<file path="config.mk">
export PLATFORM = sky130hd
export DESIGN_NAME = bl_pwm_gen
export DESIGN_NICKNAME = d
export VERILOG_FILES = /design/src/rtl/bl_pwm_pkg.sv /design/src/rtl/bl_pwm_regs.sv /design/src/rtl/bl_pwm_core.sv /design/src/rtl/bl_pwm_pinmux.sv /design/src/rtl/bl_pwm_gen.sv
export SDC_FILE = /design/constraint.sdc
export NUM_CORES = 1
export LEC_CHECK = 0
export BUFFER_PORTS_ARGS = -buffer_cell sky130_fd_sc_hd__buf_2
export CORE_ASPECT_RATIO = 0.8
export CORE_MARGIN = 4
export CORE_UTILIZATION = 55
export CTS_CLUSTER_SIZE = 14
export DETAILED_ROUTE_END_ITERATION = 8
export GPL_TIMING_DRIVEN = 0
export PLACE_DENSITY = 0.69
export SLEW_MARGIN = 20
export SYNTH_ARGS = -nofsm -noshare
export SYNTH_HDL_FRONTEND = slang
export SYNTH_HIERARCHICAL = 1
export SYNTH_SLANG_ARGS = --single-unit
</file>
<file path="constraint.sdc">
create_clock -name clk_i -period 7.65 [get_ports clk_i]
set_clock_uncertainty 0.2 [all_clocks]
set_input_delay 0 -clock clk_i [delete_from_list [all_inputs] [get_ports clk_i]]
set_output_delay 0 -clock clk_i [all_outputs]
set_load 0.02 [all_outputs]
</file>
<file path="src/rtl/bl_pwm_pkg.sv">
package bl_pwm_pkg;
  localparam int PRE_W    = 8;
  localparam int SCALE_W  = 16;
  localparam int NUM_BANK = 6;
  localparam int OFS_PRE  = 0;
  localparam int OFS_SLO  = 1;
  localparam int OFS_SHI  = 2;
  localparam int OFS_DLO  = 3;
  localparam int OFS_DHI  = 4;
  localparam int OFS_CTRL = 5;
  localparam int CTRL_EN  = 1;
  localparam int CTRL_INV = 0;

  typedef struct packed {
    logic [PRE_W-1:0]   pre;
    logic [SCALE_W-1:0] scale;
    logic [SCALE_W-1:0] duty;
    logic               en;
    logic               inv;
  } cfg_t;
endpackage

</file>
<file path="src/rtl/bl_pwm_regs.sv">
module bl_pwm_regs
  import bl_pwm_pkg::*;
#(
  parameter logic [7:0] BASE_ADDR = 8'hA0,
  parameter logic [7:0] MUX_ADDR  = 8'hA8
) (
  input  logic       clk_i,
  input  logic       rst_ni,
  input  logic       we_i,
  input  logic [7:0] addr_i,
  input  logic [7:0] wdata_i,
  output logic [7:0] rdata_o,
  output cfg_t       cfg_o,
  output logic [7:0] mux_o
);
  logic [7:0] bank_q [NUM_BANK];
  logic [7:0] mux_q;

  for (genvar i = 0; i < NUM_BANK; i++) begin : g_bank
    always_ff @(posedge clk_i or negedge rst_ni) begin
      if (!rst_ni)                                    bank_q[i] <= '0;
      else if (we_i && addr_i == BASE_ADDR + 8'(i))   bank_q[i] <= wdata_i;
    end
  end

  always_ff @(posedge clk_i or negedge rst_ni) begin
    if (!rst_ni)                          mux_q <= '0;
    else if (we_i && addr_i == MUX_ADDR)  mux_q <= wdata_i;
  end

  always_comb begin
    rdata_o = '0;
    for (int i = 0; i < NUM_BANK; i++)
      if (addr_i == BASE_ADDR + 8'(i)) rdata_o = bank_q[i];
    if (addr_i == MUX_ADDR) rdata_o = mux_q;
  end

  assign cfg_o.pre   = bank_q[OFS_PRE];
  assign cfg_o.scale = {bank_q[OFS_SHI], bank_q[OFS_SLO]};
  assign cfg_o.duty  = {bank_q[OFS_DHI], bank_q[OFS_DLO]};
  assign cfg_o.en    = bank_q[OFS_CTRL][CTRL_EN];
  assign cfg_o.inv   = bank_q[OFS_CTRL][CTRL_INV];
  assign mux_o       = mux_q;
endmodule

</file>
<file path="src/rtl/bl_pwm_core.sv">
module bl_pwm_core
  import bl_pwm_pkg::*;
(
  input  logic               clk_i,
  input  logic               rst_ni,
  input  cfg_t               cfg_i,
  output logic               pwm_o,
  output logic [SCALE_W-1:0] step_o,
  output logic [SCALE_W-1:0] act_scale_o,
  output logic [SCALE_W-1:0] act_duty_o
);
  logic [PRE_W-1:0]   act_pre_q, pre_cnt_q, pre_last;
  logic [SCALE_W-1:0] act_scale_q, act_duty_q, step_q;
  logic               wrap, active;

  // prescaler 0 counts as 1
  assign pre_last = (act_pre_q == '0) ? '0 : act_pre_q - 1'b1;
  assign wrap     = (step_q == act_scale_q);

  always_ff @(posedge clk_i or negedge rst_ni) begin
    if (!rst_ni) begin
      act_pre_q   <= '0;
      act_scale_q <= '0;
      act_duty_q  <= '0;
      step_q      <= '0;
      pre_cnt_q   <= '0;
    end else if (!cfg_i.en || wrap) begin
      act_pre_q   <= cfg_i.pre;
      act_scale_q <= cfg_i.scale;
      act_duty_q  <= cfg_i.duty;
      step_q      <= '0;
      pre_cnt_q   <= '0;
    end else if (pre_cnt_q == pre_last) begin
      pre_cnt_q   <= '0;
      step_q      <= step_q + 1'b1;
    end else begin
      pre_cnt_q   <= pre_cnt_q + 1'b1;
    end
  end

  assign active = (act_duty_q != '0) &&
                  ((act_duty_q >= act_scale_q) || (step_q < act_duty_q));
  assign pwm_o  = cfg_i.en ? (active ^ cfg_i.inv) : cfg_i.inv;

  assign step_o      = step_q;
  assign act_scale_o = act_scale_q;
  assign act_duty_o  = act_duty_q;
endmodule

</file>
<file path="src/rtl/bl_pwm_pinmux.sv">
module bl_pwm_pinmux #(
  parameter int         MUX_LSB = 6,
  parameter logic [1:0] MUX_FN  = 2'b10
) (
  input  logic [7:0] mux_i,
  input  logic       pwm_i,
  input  logic       gpio_i,
  output logic       pad_o
);
  assign pad_o = (mux_i[MUX_LSB +: 2] == MUX_FN) ? pwm_i : gpio_i;
endmodule

</file>
<file path="src/rtl/bl_pwm_gen.sv">
module bl_pwm_gen
  import bl_pwm_pkg::*;
#(
  parameter logic [7:0] BASE_ADDR = 8'hA0,
  parameter logic [7:0] MUX_ADDR  = 8'hA8,
  parameter int         MUX_LSB   = 6,
  parameter logic [1:0] MUX_FN    = 2'b10
) (
  input  logic       clk_i,
  input  logic       rst_ni,
  input  logic       we_i,
  input  logic [7:0] addr_i,
  input  logic [7:0] wdata_i,
  output logic [7:0] rdata_o,
  input  logic       gpio_i,
  output logic       pad_o
);
  cfg_t               cfg;
  logic [7:0]         mux_sel;
  logic               pwm;
  logic [SCALE_W-1:0] step_cnt, act_scale, act_duty;

  bl_pwm_regs #(.BASE_ADDR(BASE_ADDR), .MUX_ADDR(MUX_ADDR)) i_regs (
    .clk_i, .rst_ni, .we_i, .addr_i, .wdata_i, .rdata_o,
    .cfg_o(cfg), .mux_o(mux_sel)
  );

  bl_pwm_core i_core (
    .clk_i, .rst_ni, .cfg_i(cfg), .pwm_o(pwm),
    .step_o(step_cnt), .act_scale_o(act_scale), .act_duty_o(act_duty)
  );

  bl_pwm_pinmux #(.MUX_LSB(MUX_LSB), .MUX_FN(MUX_FN)) i_pinmux (
    .mux_i(mux_sel), .pwm_i(pwm), .gpio_i, .pad_o
  );
endmodule

</file>
==> impl_metrics.py <==
metrics = {
    "logic_synthesis": {
        "synthTopCellsByCount": "120 x dfrtp_1, 68 x mux2_2, 57 x inv_1",
        "synth_warnings": 6,
        "synth_cell_types": 63,
        "syn_nets": 753,
        "synth_ff_type": "dfrtp_1",
        "synth_area_leaders": "dfrtp_1 42%, mux2_2 11%, ha_1 6.0%",
        "yosys_register_bits": 120,
        "synth_top_area_share_pct": 42.2,
        "ys_seq_area_share_pct": 42.2,
        "synth_edf_count": 0,
        "synthArstFlopShare_pct": 100,
        "synth_most_common_cell": "dfrtp_1",
        "syn_area_mm2": 0.00711,
        "avgSynthCellArea_um2": 10.2,
        "synth_cells": 699,
        "synth_top_area_cell": "dfrtp_1",
    },
    "min_path": {
        "min_path_cells": 4,
        "hold_class": "in -> reg",
    },
    "clocking": {
        "cts_root_buffer": "clkbuf_16",
        "path_clk_slew_ns": 0.06,
        "cts_hold_buf": 12,
        "cts_buffers": 17,
        "cts_setup_buffers": 0,
        "clkLatencyLatePin_ns": 0.42,
        "clk_path_buf_depth": 2,
        "cts_resized": 0,
        "htreeDepth": 4,
        "cts.sinks": 120,
        "tritoncts": "built",
    },
    "power": {
        "peakVddDrop_v": 0.000217,
        "p_per_area_mw_per_mm2": 212,
        "p_leak_nw": 3.90,
    },
    "worst_setup_path": {
        "worstPathArrival_ns": 3.69,
        "endpoint": "i_core/step_o[14]",
        "r2r-end": "i_core/step_o[14]",
        "worstSetupEndpointType": "flop",
        "r2r-start": "i_core/act_pre_q[0]",
        "worstPathRequired_ns": 7.75,
        "critPathKind": "reg -> reg",
        "crit_path_start_kind": "flop",
        "cp_max_fo": 10,
        "worstRegToRegCells": 11,
        "startpoint": "i_core/act_pre_q[0]",
        "rrSetupSlack_ns": 4.06,
    },
    "cells_and_area": {
        "nets": 812,
        "antenna_cells": 0,
        "syn2layout_area_growth_pct": 15.8,
        "layout-drive-gt1-share_pct": 25.4,
        "layout.cells.non_filler": 942,
        "fin_util_pct": 66.3,
    },
    "grt": {
        "antenna_found_initial": 0,
        "overflow": 0,
        "grt_usage_pct": 26.1,
        "grt_max_degree": 83,
        "grt_pass1_wl_um": 29500,
        "grt_pass1_vias": 5507,
    },
    "floorplan": {
        "dieArea_mm2": 0.0148,
        "initial_core_util_pct": 57.2,
        "die_h_um": 110,
        "coreArea_mm2": 0.0124,
        "io_pins": 29,
        "die_w_um": 135,
        "placementRows": 36,
    },
    "route": {
        "first_pass_iters": 7,
        "drt-total-wl_um": 18100,
        "via_per_inst": 5.76,
        "via_count": 5423,
        "detail-route-antenna-nets": 0,
        "routedWlPerCell_um": 19.2,
        "drt_iter0_drc": 427,
        "drc": 0,
    },
    "sta": {
        "setup_viol": 0,
        "finalMaxSlewViolations": 0,
        "post-route-min-period_ns": 3.59,
        "hold_viol_final": 0,
        "relSlewSlack_pct": 33.5,
        "layout_worst_path_cycle_share_pct": 46.9,
        "fin_tns_setup_ns": 0,
        "timing.fmax_ghz": 0.278,
        "rsz0062_at_grt": "false",
        "tightest_slew_ns": 0.992,
    },
    "placement": {
        "dp.cells": 898,
        "post-dp-hpwl_um": 13300,
        "port_buffers": 27,
        "gp_congestion": 0.917,
    },
    "run": {
        "max_cap_violations": 0,
    },
    "run_status": {
        "run_status": "finished clean",
    },
}
[sequential cells by signal, indices dropped and copies added, names as in the netlist]
signal              flops
i_core/act_duty_o      16
i_core/act_pre_q        8
i_core/act_scale_o     16
i_core/pre_cnt_q        8
i_core/step_o          16
i_regs/bank_q           6
i_regs/cfg_o           42
i_regs/mux_o            8
[through the flow]
stage	worst slack (ns)	area (µm²)	total power [mW]	hold WS (ns)
detailed placement	4.10	7500	0.921	-0.266
global placement	4.16	7460	0.914	0.127
CTS	4.06	8240	1.76	0.0765
floorplan	4.62	7110	0.843	-0.496
global route	3.72	8240	1.82	0.125
finish	4.06	8240	1.75	0.114
[how the worst min path moves through the flow]
stage / from / end / slack [ns]
after floorplan: rst_ni / i_core/act_duty_o[0] / -0.50
after global placement: wdata_i[5] / i_regs/cfg_o[7] / 0.13
after detailed placement: rst_ni / i_core/step_o[11] / -0.27
after CTS: addr_i[3] / i_regs/cfg_o[4] / 0.08
after global routing: addr_i[3] / i_regs/cfg_o[2] / 0.12
final: addr_i[3] / i_regs/cfg_o[2] / 0.11
[report_power, final]
part / leakage [nW] / internal, mW / switching (mW)
registers: 1.66 / 0.660 / 0.0256
logic: 1.95 / 0.100 / 0.134
clock network: 0.290 / 0.524 / 0.304
total: 3.90 / 1.28 / 0.464
[kinds of logic after synthesis]
group	Yosys count	synth area share (%)
XOR/XNOR	32	3.94
multiplexers	86	13.7
flip-flops	120	42.2
adder cells (fa/ha/maj)	34	5.98
AO/OA/AOI/OAI	121	11.1
buffers and inverters	124	8.88
AND/OR/NAND/NOR	182	14.1
[placed cells by master (no fill, tap or decap), drive strengths merged, types with 11 or more instances in the layout]
| cell type | n |
|---|---|
| xnor2 | 18 |
| inv | 59 |
| dfrtp | 120 |
| xor2 | 14 |
| mux2 | 76 |
| buf | 79 |
| o21ai | 42 |
| ha | 34 |
| dlygate4sd3 | 11 |
| nand3 | 21 |
| nand2 | 52 |
| a21oi | 23 |
| nor2 | 30 |
| clkbuf | 36 |
| nor3 | 15 |
[worst max-delay path, cell delays in order, from the launching register on]
cell       delay [ns]
dfrtp_1          0.43
inv_1            0.10
ha_1             0.14
buf_2            0.19
nor3b_1          0.49
a22oi_1          0.17
o32a_1           0.24
a2111oi_4        0.54
nand2_2          0.14
buf_2            0.23
nor3_1           0.25
mux2_1           0.35
[area by class of cell]
| class | instances | area [µm²] |
|---|---|---|
| flip-flops and latches | 120 | 3000 |
| clock buffers | 19 | 443 |
| clock inverters | 13 | 170 |
| inverters | 57 | 214 |
| plain buffers | 67 | 418 |
| multi-input cells | 455 | 3480 |
| fillers | 987 | 4190 |
| well taps | 171 | 214 |
| repair buffers | 40 | 299 |
[routing by layer]
metal,GRT usage [%],vias up,routed length [µm]
met5,0,-,0
met4,7.77,0,297
met3,6.63,23,893
met2,40.4,146,8240
met1,36.4,2682,8640
li1,-,2572,-
(Power assumes the default switching activity.)
